==> src/rtl/rib_pkg.sv <==
package rib_pkg;
  localparam int PHIT_W  = 16;
  localparam int PHITS   = 4;
  localparam int FLIT_W  = PHIT_W * PHITS;
  localparam int HDR_BIT = 63;
  localparam int LEN_LO  = 59;
  localparam int LEN_W   = 4;
  localparam int ADP_BIT = 58;
  localparam int VC_LO   = 54;

  typedef logic [FLIT_W-1:0] flit_t;

  function automatic logic f_is_hdr(input flit_t f);
    return f[HDR_BIT];
  endfunction

  function automatic logic [LEN_W-1:0] f_len(input flit_t f);
    return f[LEN_LO +: LEN_W];
  endfunction

  function automatic logic f_adaptive(input flit_t f);
    return f[ADP_BIT];
  endfunction

  // credits a header needs before it may bypass
  function automatic int f_need(input flit_t f);
    return f[ADP_BIT] ? int'(f[LEN_LO +: LEN_W]) + 1 : 1;
  endfunction
endpackage

==> src/rtl/rib_phit_packer.sv <==
module rib_phit_packer
  import rib_pkg::*;
(
  input  logic              clk,
  input  logic              rst_n,
  input  logic              phit_valid,
  input  logic [PHIT_W-1:0] phit_data,
  output logic              flit_rdy,
  output flit_t             flit_data
);
  localparam int CW = $clog2(PHITS);

  logic [CW-1:0] slot_q;
  flit_t         buf_q;
  logic          rdy_q;

  always_ff @(posedge clk) begin
    if (!rst_n) begin
      slot_q <= '0;
      buf_q  <= '0;
      rdy_q  <= 1'b0;
    end else begin
      rdy_q <= phit_valid && (slot_q == CW'(PHITS-1));
      if (phit_valid) begin
        buf_q[slot_q*PHIT_W +: PHIT_W] <= phit_data;
        slot_q <= (slot_q == CW'(PHITS-1)) ? '0 : slot_q + 1'b1;
      end
    end
  end

  assign flit_rdy  = rdy_q;
  assign flit_data = buf_q;
endmodule

==> src/rtl/rib_msg_tracker.sv <==
module rib_msg_tracker
  import rib_pkg::*;
#(
  parameter int VCW = 1
) (
  input  logic           clk,
  input  logic           rst_n,
  input  logic           hdr_take,
  input  logic           data_take,
  input  flit_t          flit_data,
  input  logic           byp_take,
  output logic           msg_open,
  output logic [VCW-1:0] cur_vc,
  output logic           cur_byp
);
  logic [LEN_W-1:0] left_q;
  logic [VCW-1:0]   vc_q;
  logic             byp_q;

  always_ff @(posedge clk) begin
    if (!rst_n) begin
      left_q <= '0;
      vc_q   <= '0;
      byp_q  <= 1'b0;
    end else if (hdr_take) begin
      left_q <= f_len(flit_data);
      vc_q   <= flit_data[VC_LO +: VCW];
      byp_q  <= byp_take;
    end else if (data_take) begin
      left_q <= left_q - 1'b1;
      byp_q  <= byp_q & byp_take;
    end
  end

  assign msg_open = (left_q != '0);
  assign cur_vc   = vc_q;
  assign cur_byp  = byp_q;
endmodule

==> src/rtl/rib_credit_bank.sv <==
module rib_credit_bank #(
  parameter int NUM_VC   = 2,
  parameter int DS_DEPTH = 40,
  parameter int CRED_W   = 6
) (
  input  logic                     clk,
  input  logic                     rst_n,
  input  logic [NUM_VC-1:0]        ret,
  input  logic [NUM_VC-1:0]        use_c,
  output logic [NUM_VC*CRED_W-1:0] cred_flat
);
  for (genvar v = 0; v < NUM_VC; v++) begin : g_vc
    logic [CRED_W-1:0] cnt_q;
    always_ff @(posedge clk) begin
      if (!rst_n) cnt_q <= CRED_W'(DS_DEPTH);
      else        cnt_q <= cnt_q + CRED_W'(ret[v]) - CRED_W'(use_c[v]);
    end
    assign cred_flat[v*CRED_W +: CRED_W] = cnt_q;
  end
endmodule

==> src/rtl/rtr_inport_bypass.sv <==
module rtr_inport_bypass
  import rib_pkg::*;
#(
  parameter int NUM_VC   = 2,
  parameter int DS_DEPTH = 40,
  localparam int VCW     = (NUM_VC > 1) ? $clog2(NUM_VC) : 1,
  localparam int CRED_W  = $clog2(DS_DEPTH + 1)
) (
  input  logic              clk,
  input  logic              rst_n,
  input  logic              phit_valid,
  input  logic [15:0]       phit_data,
  input  logic              follow_win,
  input  logic              contend,
  input  logic [NUM_VC-1:0] cred_ret,
  output logic              xbar_valid,
  output logic [63:0]       xbar_flit,
  output logic [VCW-1:0]    xbar_vc,
  output logic [NUM_VC-1:0] fifo_we,
  output logic [63:0]       fifo_wdata
);
  logic                     flit_rdy;
  flit_t                    flit_data;
  logic                     msg_open;
  logic [VCW-1:0]           cur_vc;
  logic                     cur_byp;
  logic [NUM_VC*CRED_W-1:0] cred_flat;

  // named decision events, also seen by the checker
  logic           hdr_take, data_take, byp_take, buf_take, flit_hdr_bit;
  logic [VCW-1:0] flit_vc;
  logic [CRED_W-1:0] cred_sel;
  logic [NUM_VC-1:0] use_c;

  rib_phit_packer u_pack (
    .clk(clk), .rst_n(rst_n), .phit_valid(phit_valid), .phit_data(phit_data),
    .flit_rdy(flit_rdy), .flit_data(flit_data)
  );

  rib_msg_tracker #(.VCW(VCW)) u_trk (
    .clk(clk), .rst_n(rst_n), .hdr_take(hdr_take), .data_take(data_take),
    .flit_data(flit_data), .byp_take(byp_take),
    .msg_open(msg_open), .cur_vc(cur_vc), .cur_byp(cur_byp)
  );

  rib_credit_bank #(.NUM_VC(NUM_VC), .DS_DEPTH(DS_DEPTH), .CRED_W(CRED_W)) u_cred (
    .clk(clk), .rst_n(rst_n), .ret(cred_ret), .use_c(use_c), .cred_flat(cred_flat)
  );

  assign flit_hdr_bit = f_is_hdr(flit_data);
  assign hdr_take     = flit_rdy && !msg_open && flit_hdr_bit;
  assign data_take    = flit_rdy && msg_open;
  assign flit_vc      = msg_open ? cur_vc : flit_data[VC_LO +: VCW];
  assign cred_sel     = cred_flat[flit_vc*CRED_W +: CRED_W];

  // bypass check and buffer selection evaluated side by side
  always_comb begin
    byp_take = 1'b0;
    if (hdr_take)
      byp_take = !contend && (int'(cred_sel) >= f_need(flit_data));
    else if (data_take)
      byp_take = follow_win && cur_byp && (cred_sel != '0);
    buf_take = (hdr_take || data_take) && !byp_take;
    use_c    = '0;
    if (byp_take) use_c[flit_vc] = 1'b1;
  end

  always_ff @(posedge clk) begin
    if (!rst_n) begin
      xbar_valid <= 1'b0;
      xbar_flit  <= '0;
      xbar_vc    <= '0;
      fifo_we    <= '0;
      fifo_wdata <= '0;
    end else begin
      xbar_valid <= byp_take;
      xbar_flit  <= flit_data;
      xbar_vc    <= flit_vc;
      fifo_wdata <= flit_data;
      fifo_we    <= '0;
      if (buf_take) fifo_we[flit_vc] <= 1'b1;
    end
  end
endmodule

==> config.mk <==
export PLATFORM = sky130hd
export DESIGN_NAME = rtr_inport_bypass
export DESIGN_NICKNAME = d
export VERILOG_FILES = /design/src/rtl/rib_pkg.sv /design/src/rtl/rib_phit_packer.sv /design/src/rtl/rib_msg_tracker.sv /design/src/rtl/rib_credit_bank.sv /design/src/rtl/rtr_inport_bypass.sv
export SDC_FILE = /design/constraint.sdc
export NUM_CORES = 1
export LEC_CHECK = 0
export BUFFER_PORTS_ARGS = -buffer_cell sky130_fd_sc_hd__buf_4
export CAP_MARGIN = 40
export CORE_MARGIN = 2
export CORE_UTILIZATION = 48
export DETAILED_ROUTE_END_ITERATION = 6
export GPL_TIMING_DRIVEN = 0
export PLACE_DENSITY = 0.76
export SKIP_CTS_REPAIR_TIMING = 1
export SYNTH_ARGS = -nofsm -noshare
export SYNTH_HDL_FRONTEND = slang
export SYNTH_SLANG_ARGS = --single-unit
export TNS_END_PERCENT = 30
==> constraint.sdc <==
create_clock -name clk -period 4.65 [get_ports clk]
set_clock_uncertainty 0.05 [all_clocks]
set_input_delay 0.6975 -clock clk [delete_from_list [all_inputs] [get_ports clk]]
set_output_delay 0.6975 -clock clk [all_outputs]
set_load 0.01 [all_outputs]
; ---- Word level (Yosys, flattened, before mapping)
; Index checks and enable logic that the tools add are counted.
[totals]
word_cells = 59
output_inout_bits = 132
input_bits = 23
regBits = 153
[classes]
multipliers = 1
eq_ne = 1
bitwise = 1
order_cmp = 3
muxes = 13
add_sub_neg = 8
shift = 3
reduce_logical = 17
[op_table]
columns = op, n
row1 = $bwmux W64, 1
row2 = $shift A16 B34 Y64 const A, 1
row3 = $shiftx A16 B34 Y64, 1
row4 = $neg A6 Y34, 1
row5 = $add A6 B1 Y6, 2
row6 = $shiftx A12 B5 Y6, 1
row7 = $sub A6 B1 Y6, 2
row8 = $logic_and A1 B1 Y1, 9
row9 = $mux W4, 2
row10 = $ge A6 B5 Y1, 1
row11 = $mux W1, 6
row12 = $reduce_bool A6 Y1, 1
row13 = $add A4 B1 Y5 const B, 1
row14 = $mux W5, 1
row15 = $mux W2, 2
row16 = $reduce_bool A4 Y1, 1
row17 = $sub A4 B1 Y4 const B, 1
row18 = $logic_not A1 Y1, 3
row19 = $mul A1 B2 Y3 const B, 1
row20 = $add A2 B1 Y2 const B, 1
row21 = $eq A2 B2 Y1 const B, 1
row22 = $lt A1 B2 Y1 const B, 1
row23 = $reduce_and A2 Y1, 1
row24 = $reduce_bool A2 Y1, 1
row25 = 4 further kinds, 4

; ---- Longest topological paths before layout
; Gate-level depths: netlist (run 1).
[depth]
ltp_word = 11
mapped_depth = 24
depth_no_buf = 22

; ---- Hierarchy
; From an unflattened synthesis (run 1), not the netlist that was laid out.
[hier_totals]
hier_cells = 612
hier_area_um2 = 6236.0
[by_module_without_submodules]
columns = module, n_inst, cells_each, area_each_um2, seq_area_each_um2
row1 = rtr_inport_bypass, 1, 264, 2673.8, 1361.3
row2 = rib_phit_packer, 1, 235, 2507.4, 1341.3
row3 = rib_credit_bank, 1, 79, 744.5, 240.2
row4 = rib_msg_tracker, 1, 34, 310.3, 120.1

; ---- Worst setup path before layout (run 1)
; Ideal clock, no wire load.
[synth_path]
path_type = flip-flop to flip-flop
start = reg u_trk.left_q[0]
end = reg u_cred.g_vc[1].cnt_q[4]
synth_period_minus_slack_ns = 4.186
required_time_ns = 4.472
setup_time_ns = 0.128
n_path_buf = 2
setup_slack_ns = 0.464
arrival_ns = 4.009
stages_incl_launch_ff = 24
cell_sequence = dfxtp_1 > inv_1 > ha_1 > or3b_1 > buf_6 > mux2i_4 > clkbuf_1 > o21ai_0 > ha_1 > o21a_1 > o21ai_0 > a2bb2oi_1 > a2111o_1 > a21oi_1 > ha_1 > inv_1 > ha_1 > inv_1 > fa_1 > inv_1 > a21o_1 > a21oi_1 > xor2_1 > nor2_1
[synth_via]
elab_chain_cells = 10
elab_cells_between_ends = 21
classes_between = add/sub (1) / mul (1) / order compare (3) / shift (1) / mux (6) / reduce/logical (9)
[synth_lines]
columns = element, line
row1 = "start, declared", rib_msg_tracker.sv:16  ; logic [LEN_W-1:0] left_q;
row2 = "start signal, assigned", rib_msg_tracker.sv:26  ; left_q <= f_len(flit_data);
row3 = "start signal, assigned", rib_msg_tracker.sv:30  ; left_q <= left_q - 1'b1;
row4 = $reduce_bool A4 Y1 (*), rib_msg_tracker.sv:35  ; assign msg_open = (left_q != '0);
row5 = branches (longest 7 deep; another with $ge A6 B5 Y1), --
row6 = $mux W2 (*), rtr_inport_bypass.sv:65  ; if (byp_take) use_c[flit_vc] = 1'b1;
row7 = $sub A6 B1 Y6 (*), rib_credit_bank.sv:16  ; else cnt_q <= cnt_q + CRED_W'(ret[v]) - CRED_W'(use_c[v]);
row8 = "end signal, assigned", rib_credit_bank.sv:15  ; if (!rst_n) cnt_q <= CRED_W'(DS_DEPTH);
row9 = "end signal, assigned", rib_credit_bank.sv:16
row10 = "end, declared", rib_credit_bank.sv:13  ; logic [CRED_W-1:0] cnt_q;
; Every way passes the cells marked *.
; A chain may end at the register's enable or synchronous reset.

; ---- Worst setup path in the final report (run 1)
[layout_path]
start = reg u_trk.left_q[0]
end = reg u_cred.g_vc[0].cnt_q[4]
[layout_via]
elab_chain_cells = 10
elab_cells_between_ends = 21
classes_between = add/sub (1) / mul (1) / order compare (3) / shift (1) / mux (6) / reduce/logical (9)
[layout_lines]
columns = element, line
row1 = $reduce_bool A4 Y1 (*), rib_msg_tracker.sv:35
row2 = branches (longest 7 deep; another with $ge A6 B5 Y1), --
row3 = $mux W2 (*), rtr_inport_bypass.sv:65
row4 = $sub A6 B1 Y6 (*), rib_credit_bank.sv:16
row5 = "end signal, assigned", rib_credit_bank.sv:15
row6 = "end signal, assigned", rib_credit_bank.sv:16
row7 = "end, declared", rib_credit_bank.sv:13
; Marked as above.

==> results.md, run 1 <==
* Sequential fraction of the synthesis area at 0.522
* Asr flop ratio synth at 0
* Synth Flop Type: dfxtp_1
* Final setup fails at 0
* Number of flops mapped to enable cells by yosys at 0
* Total power at around 3.1 mW
* Min cycle time layout at ~4400 ps
* Met3 usage at 0.0513
* Hold crit path type: reg -> reg
* Tcrit/Tclk final at 0.954
* Crit-path max FO at 9
* Initial Util at 0.491
* Full die area at approximately 13000 sq um
* Setup crit start kind: flip-flop
* Slowest cell on the critical path: or3b_1
* Cell family with most CP delay: compound AO/OA/AOI/OAI gates
* Placed inst area at 7210 sq um
* WS Path Type: reg -> reg
* Synthesis warning total at 0
* Final Hold Viols at 0
* Initial antenna violation count at 0
* Root Driver: clkbuf_16
* ANT nets after route at 0
* Cells after Synth at 584
* Vias in the first global route at roughly 4.4k
* Synth unique cells at 43
* Placed cells at around 900
* N_diodes at 0
* Core area at between 10000 and 15000 sq um
* Syn nets at 634
* Worst Path Required at just under 5000 ps
* Top Ports at ~160
* GR Util met2 at 0.363
* Final instance area at about 7800 sq um
* RSZ-0062 raised after global routing: true
* Most common cell after layout, fill and taps aside: buf_4
* Row Count at 40
* CP cell instances: inv_2, ha_2, or3b_1, buf_6, mux2_4, nor2_2, a21oi_2, ha_1, nand2b_1, a2111oi_2, a2bb2oi_1, a2111o_1, a21oi_2, ha_1, inv_1, ha_1, inv_1, fa_2, inv_1, a21o_1, a21oi_1, xor2_1, nor2_1
* Lkg Pwr at about 3.6 nW
* Crit path largest cell delay at ~370 ps
* Worst Path Arrival at roughly 4700 ps
* Util after Layout at 0.656
* Vias at 4629
* CP endpoint kind: flip-flop
* H-Tree Depth at 4
* Share of cells above drive strength 1 at 0.343
* Die Ht at 115 um
* CTS Buffer Depth at 2
* Peak Freq at roughly 0.23 GHz
* Hold slack at 402 ps
* Mapped Area at 5870 sq um
* Number of synthesized register bits at between 150 and 200
* GR Util All Layers at 0.212
* Avg Inst Size Synth at around 10 sq um
* CTS buffer count at 17
* Area growth from synthesis to layout at 33.6%
* HPWL Detailed at 10.3 mm
* Pin count of the biggest net entering global routing at 17
* Worst Tran Pin Value at ~760 ps
* Die X at roughly 110 um
* Slew Limit Fails at 0
* GR met1 Demand/Resource at 0.263
* Most frequent cells in the layout: 219 x buf_4, 153 x dfxtp_1, 66 x and2_1, 40 x nand2_1, 36 x nor2_1
* CTS tree: done
* Buf+Inv Stages, Crit Path at 5
* Sink Count at 153
* Clock transition at path regs at ~60 ps
* Clock latency on the worst-skew pair at approximately 420 ps
* WL/cell at 15.1 um
* Total wire length at about 14 mm
* GRT overflow at 0
* Number of DRC violations after detailed-routing iteration 0 at between 200 and 250
* Routability cong. at between 0.8 and 0.9
* Final Net Count at 808
* Fill count at about 940
* Status: finished, final reports clean
* 1st-pass router iterations at 5
* Maxcap violations at 0
* VDD IR max at roughly 200 uV
* PortBufs at 153
* Vias per Instance at about 5
* Gr busiest metal: met2
* First-pass GRT wire length at between 20 and 25 mm
* Relative slew slack at 0.486
* Drt drc at 0
* Finished Layout Cells at 917
* Pwr Density at 398 nW/um^2
## report_power, final
| part | switching [mW] | total (mW) | internal [mW] | leakage [nW] |
|---|---|---|---|---|
| clock network | 0.546 | 1.37 | 0.827 | 0.282 |
| registers | 0.0373 | 1.39 | 1.35 | 1.24 |
| logic | 0.199 | 0.355 | 0.157 | 2.13 |
## path summary, 6_finish.rpt
kind                                           start                       to  slack, ps  depth (start not counted)
worst min-delay path            u_pack.flit_data[16]           fifo_wdata[16]        400                          1
worst max-delay path                 u_trk.left_q[0]  u_cred.g_vc[0].cnt_q[4]        210                         23
worst max register to register       u_trk.left_q[0]  u_cred.g_vc[0].cnt_q[4]        210                         23
worst min register to register  u_pack.flit_data[16]           fifo_wdata[16]        400                          1
## final cells by class
cell class / instances / area, sq um / share of cell area
timing repair buffer: 155 / 1160 / 0.148
inverter: 24 / 90.1 / 0.0115
multi-input combinational: 322 / 2180 / 0.278
clock buffer: 20 / 457 / 0.0582
clock inverter: 11 / 138 / 0.0175
tap: 147 / 184 / 0.0234
sequential: 153 / 3060 / 0.390
buffer: 85 / 573 / 0.0730
## flip-flops by register name, summed over array words and instances (netlist names)
name,cells
fifo_wdata,64
u_pack.flit_data,64
u_cred.g_vc.cnt_q,12
u_trk.left_q,4
fifo_we,2
u_pack.slot_q,2
u_pack.flit_rdy,1
u_trk.cur_byp,1
u_trk.cur_vc,1
xbar_valid,1
xbar_vc,1
## per-layer routing
layer / share of wire / vias to the layer above
met5: 0 / -
met4: 0.016 / 0
met3: 0.062 / 20
met2: 0.49 / 170
met1: 0.43 / 2171
li1: - / 2268
## kinds of logic (layout without fill, tap and decap cells)
kind of cell               count (synthesis)  count (layout)  share of synthesized area
buffers and inverters                    109             295                      0.112
AOI/OAI and AO/OA                        105             105                      0.125
and+or+nand+nor                          176             176                      0.157
DFF                                      153             153                      0.522
adders and majority gates                 27              27                     0.0601
xor gates and xnor gates                   8               8                     0.0119
muxes                                      6               6                     0.0126
## synthesized netlist by cell type, types with 2 or more instances
master / instances / area, sq um
dfxtp_1: 153 / 3060
and2_1: 66 / 413
buf_4: 64 / 480
nand2_1: 40 / 150
nor2_1: 37 / 139
a22o_1: 30 / 263
o21ai_0: 26 / 130
ha_1: 25 / 313
inv_1: 24 / 90.1
clkbuf_1: 18 / 67.6
a21oi_1: 17 / 85.1
a22oi_1: 16 / 120
nand4_1: 6 / 37.5
nor4_1: 5 / 31.3
xor2_1: 5 / 43.8
a21o_1: 4 / 30.0
mux2i_1: 4 / 40.0
nor2b_1: 4 / 25.0
and4_1: 3 / 26.3
nor3_1: 3 / 15.0
xnor2_1: 3 / 26.3
a311oi_1: 2 / 17.5
buf_2: 2 / 10.0
fa_1: 2 / 40.0
nand3_1: 2 / 10.0
nor3b_1: 2 / 15.0
o21a_1: 2 / 15.0
o311a_1: 2 / 20.0
or3_1: 2 / 12.5
or4_1: 2 / 15.0
## per-stage QoR
step | worst slack (ps) | TNS [ps]
final | 214 | 0
after global routing | -19.1 | -40.0
after CTS | -77.2 | -185
after detailed placement | -44.3 | -82.6
after global placement | 97.8 | 0
after floorplan | 464 | 0
Note: power is estimated with default switching activity, not from simulation.
==> inputs of run 2 (changes only) <==
--- a/config.mk
+++ b/config.mk
@@ -5,13 +5,13 @@
 export SDC_FILE = /design/constraint.sdc
 export NUM_CORES = 1
 export LEC_CHECK = 0
-export BUFFER_PORTS_ARGS = -buffer_cell sky130_fd_sc_hd__buf_4
 export CAP_MARGIN = 40
 export CORE_MARGIN = 2
 export CORE_UTILIZATION = 48
 export DETAILED_ROUTE_END_ITERATION = 6
+export DONT_BUFFER_PORTS = 1
 export GPL_TIMING_DRIVEN = 0
-export PLACE_DENSITY = 0.76
+export PLACE_DENSITY = 0.65
 export SKIP_CTS_REPAIR_TIMING = 1
 export SYNTH_ARGS = -nofsm -noshare
 export SYNTH_HDL_FRONTEND = slang
==> constraint.sdc (replaced) <==
create_clock -name clk -period 4.65 [get_ports clk]
set_clock_uncertainty 0.05 [all_clocks]
set_input_delay 1.1625 -clock clk [delete_from_list [all_inputs] [get_ports clk]]
set_output_delay 1.1625 -clock clk [all_outputs]
set_load 0.01 [all_outputs]
==> run 2 against run 1 <==
  * Power shrank 2.2%
  * First-iteration DRC count up 25%
  * Critical path depth unchanged
  * Core utilization down 9.4 points
  * Critical path type unchanged
  * Critical endpoint unchanged
  * Largest cell class unchanged
==> results.md, run 2 (synthesis gave the netlist of run 1 again) <==
* Top Ports at 155 (unchanged)
* VDD IR max at 260 uV (+31%)
* Core area at 12000 sq um (unchanged)
* CP endpoint kind: flip-flop
* Sw Ratio at 0.252 (+0.000844)
* Relative slew slack at 0.493 (+0.00726)
* Number of DRC violations after detailed-routing iteration 0 at 260 (+25%)
* Slew Limit Fails at 0 (unchanged)
* Final Net Count at 656 (-19%)
* WL/cell at 16.8 um (+11%)
* GRT overflow at 0 (unchanged)
* Worst path depth at 23 (unchanged)
* Status: finished, final reports clean
* Final setup fails at 0 (unchanged)
* Buf+Inv Stages, Crit Path at 6 (+1)
* Initial antenna violation count at 0 (unchanged)
* Final Hold Viols at 0 (unchanged)
* Clk pwr share at 0.440 (about the same)
* CP cell instances: inv_2, ha_2, or3b_1, buf_6, mux2i_4, buf_6, o21ai_1, ha_2, o21a_1, o21ai_0, a2bb2oi_1, a2111o_1, a21oi_2, ha_2, inv_1, ha_1, inv_1, fa_2, inv_1, a21o_1, a21oi_1, xor2_1, nor2_1
* Crit-path max FO at 10 (+1)
* Lkg Pwr at 2.83 nW (-22%)
* CTS buffer count at 17 (unchanged)
* Reg2reg end: u_cred.g_vc[0].cnt_q[4]
* Tcrit/Tclk final at 0.958 (+0.00433)
* Pin count of the biggest net entering global routing at 17 (unchanged)
* Hold crit path type: reg -> reg
* Setup crit start kind: flip-flop
* Worst Path Arrival at 4690 ps (+30 ps)
* N_diodes at 0 (unchanged)
* Maxcap violations at 0 (unchanged)
* Die X at 115 um (unchanged)
* Pint at 2.28 mW (-2.3%)
* Initial Util at 0.491 (unchanged)
* Full die area at 13100 sq um (unchanged)
* Vias at 4111 (-11%)
* Post-Place Worst Slack at -73.2 ps (-29.0 ps)
* WS Path Type: reg -> reg
* Crit. Startpoint: u_trk.left_q[0]
* PortBufs at 0 (-100%)
* GR Util All Layers at 0.195 (-0.0171)
* Peak Freq at 0.224 GHz (-0.45%)
* Die Ht at 115 um (unchanged)
* CTS tree: done
* Row Count at 40 (unchanged)
* Worst R2R Path Depth at 23 (unchanged)
* Total wire length at 12.9 mm (-7.1%)
* Min cycle time layout at 4460 ps (+20.1 ps)
* Worst Tran Pin Value at 758 ps (-6.64 ps)
* Worst Path Required at 4880 ps (about the same)
* Root Driver: clkbuf_16
* Clock transition at path regs at 60 ps (about the same)
* Final instance area at 6730 sq um (-14%)
* Slowest cell on the critical path: a2111o_1
* Logic gate share of total power at 0.104 (-0.010)
* Cell family with most CP delay: compound AO/OA/AOI/OAI gates
* ANT nets after route at 0 (unchanged)
* Vias in the first global route at 3913 (-12%)
* Routability cong. at 0.783 (-4.5%)
* Drt drc at 0 (unchanged)
* Most frequent cells in the layout: 152 x dfxtp_1, 66 x and2_1, 66 x buf_4, 40 x nand2_1, 36 x nor2_1
* Reg-to-reg slack, setup at 190 ps (-20 ps)
* Reg-to-Reg Start: u_trk.left_q[0]
* Most common cell after layout, fill and taps aside: dfxtp_1
* Clock latency on the worst-skew pair at 410 ps (about the same)
* Crit path capture: u_cred.g_vc[0].cnt_q[4]
* Vias per Instance at 5.37 (+6.3%)
* First-pass GRT wire length at 19.6 mm (-9.7%)
* Area growth from synthesis to layout at 14.6%
* Sw Pwr at 0.768 mW (-1.8%)
* 1st-pass router iterations at 5 (unchanged)
* Share of cells above drive strength 1 at 0.191 (-0.152)
* Crit path largest cell delay at 440 ps (+70 ps)
* Placed inst area at 6060 sq um (-16%)
* Pwr Density at 454 nW/um^2 (+14%)
* Hold slack at 404 ps (+1.97 ps)
* CTS Buffer Depth at 2 (unchanged)
* HPWL Detailed at 9.44 mm (-8.7%)
* Fin worst setup slack at 194 ps (-20.1 ps)
* Sink Count at 153 (unchanged)
* Sequential Power Share at 0.456 (+0.010)
* H-Tree Depth at 4 (unchanged)
-- run 2: changes by cell type in the layout (fill, tap and decap cells not counted), sizes merged --
cell / change
clkinvlp: -1
clkbuf: +2
buf: -152
clkinv: +1
bufinv: -1
-- run 2: worst min-delay path by stage --
stage                               from             end  cells past startpoint
CTS                 u_pack.flit_data[11]  fifo_wdata[11]                      1
floorplan            u_pack.flit_data[0]   fifo_wdata[0]                      1
global placement    u_pack.flit_data[34]  fifo_wdata[34]                      1
finish              u_pack.flit_data[11]  fifo_wdata[11]                      1
global route        u_pack.flit_data[11]  fifo_wdata[11]                      1
detailed placement   u_pack.flit_data[2]   fifo_wdata[2]                      1
-- run 2: layer usage --
metal / global-route usage / share of wire / up-vias
li1: - / - / 1965
met1: 0.244 / 0.43 / 1980
met2: 0.312 / 0.48 / 148
met3: 0.0603 / 0.073 / 18
met4: 0.0862 / 0.016 / 0
met5: 0 / 0 / -
-- run 2: through the flow --
stage	util	TNS, ps	total power [mW]	instances
after CTS	0.555	-157	3.05	764
final	0.562	0	3.05	766
after detailed placement	0.507	-113	1.71	732
after global routing	0.562	-41.2	3.18	766
after global placement	0.506	0	1.70	731
after floorplan	-	0	1.65	584
-- run 2: cell type report --
cell class              instances  area, sq um
flip-flops and latches        153         3060
clock buffers                  22          474
plain buffers                  85          577
repair buffers                  3         20.0
clock inverters                10          109
multi-input cells             322         2210
inverters                      24         90.1
well taps                     147          184
fillers                      1036         5240
-- run 2: power groups by stage --
stage	Sequential [mW]	Combinational, mW	Clock (mW)
4_1_cts	1.39	0.299	1.36
3_5_place_dp	1.42	0.295	0
3_3_place_gp	1.42	0.282	0
6_report	1.39	0.319	1.34
2_1_floorplan	1.41	0.238	0
5_1_grt	1.39	0.357	1.42
==> inputs of run 3 (changes only) <==
--- a/config.mk
+++ b/config.mk
@@ -7,11 +7,11 @@
 export LEC_CHECK = 0
 export CAP_MARGIN = 40
 export CORE_MARGIN = 2
-export CORE_UTILIZATION = 48
+export CORE_UTILIZATION = 62
 export DETAILED_ROUTE_END_ITERATION = 6
 export DONT_BUFFER_PORTS = 1
 export GPL_TIMING_DRIVEN = 0
-export PLACE_DENSITY = 0.65
+export PLACE_DENSITY = 0.8
 export SKIP_CTS_REPAIR_TIMING = 1
 export SYNTH_ARGS = -nofsm -noshare
 export SYNTH_HDL_FRONTEND = slang
==> run 3 against run 2 <==
  * Combinational power decreased by 2%
  * Final area decreased by 1.0%
  * Core utilization increased by 16 points
  * Sequential share of layout area increased by 0.48 points
  * Fmax decreased by 0.11%
  * Critical path type unchanged
  * Largest power group unchanged
==> results.md, run 3 (synthesis gave the netlist of run 1 again) <==
* Initial Util at 0.638 (+0.148)
* HPWL Detailed at 9.04 mm (-4.3%)
* PortBufs at 0 (unchanged)
* Hold endpoint: fifo_wdata[45]
* 1st-pass router iterations at 5 (unchanged)
* Slowest cell on the critical path: a2111o_1
* VDD IR max at 258 uV (-0.68%)
* Buf+Inv Stages, Crit Path at 4 (-2)
* Die X at 101 um (-12%)
* Share of cells above drive strength 1 at 0.183 (-0.00749)
* Drt drc at 0 (unchanged)
* Clock transition at path regs at 70 ps (about the same)
* Reg-to-reg slack, setup at 190 ps (about the same)
* Full die area at 10300 sq um (-22%)
* Relative slew slack at 0.504 (+0.0105)
* Setup crit start kind: flip-flop
* Vias per Instance at 5.64 (+5.1%)
* Area growth from synthesis to layout at 13.4%
* Pin count of the biggest net entering global routing at 17 (unchanged)
* Fill count at 659 (-36%)
* Placed inst area at 6010 sq um (-0.76%)
* Worst R2R Path Depth at 21 (-8.7%)
* GRT overflow at 0 (unchanged)
* CTS buffer count at 17 (unchanged)
* FF/Latch Area at 3060 sq um (unchanged)
* CP endpoint kind: flip-flop
* Vias at 4105 (-0.15%)
* Root Driver: clkbuf_8
* Cell family with most CP delay: compound AO/OA/AOI/OAI gates
* H-Tree Depth at 4 (unchanged)
* Critical Path Most Common Cell: ha_1
* Reg2reg end: u_cred.g_vc[0].cnt_q[5]
* Lkg Pwr at 2.83 nW (-0.19%)
* ANT nets after route at 0 (unchanged)
* CTS tree: done
* Most frequent cells in the layout: 152 x dfxtp_1, 66 x buf_4, 66 x and2_1, 40 x nand2_1, 36 x nor2_1
* GR Util All Layers at 0.249 (+0.0534)
* Post-Place Worst Slack at -48.6 ps (+24.7 ps)
* Status: finished, final reports clean
* WS Path Type: reg -> reg
* Slew Limit Fails at 0 (unchanged)
* Tcrit/Tclk final at 0.959 (+0.00106)
* Total wire length at 12.6 mm (-2.1%)
* Final setup fails at 0 (unchanged)
* Finished Layout Cells at 728 (-5.0%)
* Hold path start: u_pack.flit_data[45]
* Final instance area at 6660 sq um (-1.0%)
* Worst Tran Pin Value at 742 ps (-15.7 ps)
* Die Ht at 101 um (-12%)
* Row Count at 35 (-13%)
* WHS Path Cells at 1 (unchanged)
* CP cell instances: inv_2, ha_2, or3b_1, buf_6, mux2i_4, buf_4, nand2_1, o21ai_0, ha_1, o21a_1, o21ai_0, a2bb2oi_1, a2111o_1, a21oi_2, ha_1, inv_1, ha_1, a21o_1, a21oi_1, nor2b_1, o311a_1
* Initial antenna violation count at 1 (+1)
* Placed cells at 696 (-4.9%)
* Util after Layout at 0.724 (+0.161)
* Fin worst setup slack at 189 ps (-4.92 ps)
* Sink Count at 153 (unchanged)
* Number of DRC violations after detailed-routing iteration 0 at 249 (-4.2%)
* Vias in the first global route at 3848 (-1.7%)
* Maxcap violations at 0 (unchanged)
* Worst Path Arrival at 4810 ps (+120 ps)
* WL/cell at 17.3 um (+3.0%)
* Final Net Count at 655 (-0.15%)
* Most common cell after layout, fill and taps aside: dfxtp_1
* Area of the multi-input gates at 2180 sq um (-1.1%)
* N_diodes at 0 (unchanged)
* Routability cong. at 0.871 (+11%)
* First-pass GRT wire length at 19.4 mm (-1.0%)
* Min cycle time layout at 4460 ps (+4.92 ps)
* Peak Freq at 0.224 GHz (-0.11%)
* Crit-path max FO at 10 (unchanged)
* Worst Path Required at 5000 ps (+120 ps)
* Top Ports at 155 (unchanged)
* Final Hold Viols at 0 (unchanged)
* Clock latency on the worst-skew pair at 520 ps (+110 ps)
* RSZ-0062 raised after global routing: false
* Hold crit path type: reg -> reg
* Pwr Density at 460 nW/um^2 (+1.4%)
* Setup TNS at 0 ps (unchanged)
* CTS Buffer Depth at 2 (unchanged)
* Crit path largest cell delay at 450 ps (about the same)
* Reg-to-Reg Start: u_trk.left_q[0]
* Core area at 9200 sq um (-23%)
run 3: cell types whose count changed in the layout (fill, tap and decap cells not counted), sizes merged:
cell / before / now
buf: 71 / 70
bufinv: 1 / 2
clkbuf: 39 / 34
clkinv: 2 / 4
clkinvlp: 2 / 1
inv: 29 / 31
run 3: worst max path at each step:
stage / from / end / slack, ps / cells past startpoint
after detailed placement: u_trk.left_q[0] / u_cred.g_vc[0].cnt_q[4] / -50 / 23
final: u_trk.left_q[0] / u_cred.g_vc[0].cnt_q[5] / 190 / 21
after floorplan: u_trk.left_q[0] / u_cred.g_vc[1].cnt_q[4] / 460 / 23
after global routing: u_trk.left_q[0] / u_cred.g_vc[0].cnt_q[5] / 3 / 21
after CTS: u_trk.left_q[0] / u_cred.g_vc[0].cnt_q[4] / -80 / 23
after global placement: u_trk.left_q[0] / u_cred.g_vc[0].cnt_q[4] / 60 / 23
run 3: metrics by stage:
step | total power, mW | hold slack [ps]
2_1_floorplan | 1.65 | 378
3_3_place_gp | 1.70 | 389
3_5_place_dp | 1.71 | 386
4_1_cts | 3.06 | 410
5_1_grt | 3.18 | 423
6_report | 3.06 | 412
run 3: metal layers:
metal	track usage	share of wire	vias up
li1	-	-	1960
met1	0.301	0.39	1939
met2	0.429	0.52	187
met3	0.0732	0.077	19
met4	0.0759	0.015	0
met5	0	0	-
run 3: power by group:
part / leakage [nW] / internal, mW / switching (mW)
clock: 0.288 / 0.785 / 0.572
sequential: 1.24 / 1.35 / 0.0394
combinational: 1.30 / 0.135 / 0.177
total: 2.83 / 2.27 / 0.788
run 3: cell type report:
cell class,count,share of cell area
sequential,153,0.460
timing repair buffer,2,0.00169
multi-input combinational,322,0.328
tap,111,0.0209
buffer,85,0.0861
clock inverter,14,0.0273
clock buffer,17,0.0622
inverter,24,0.0135
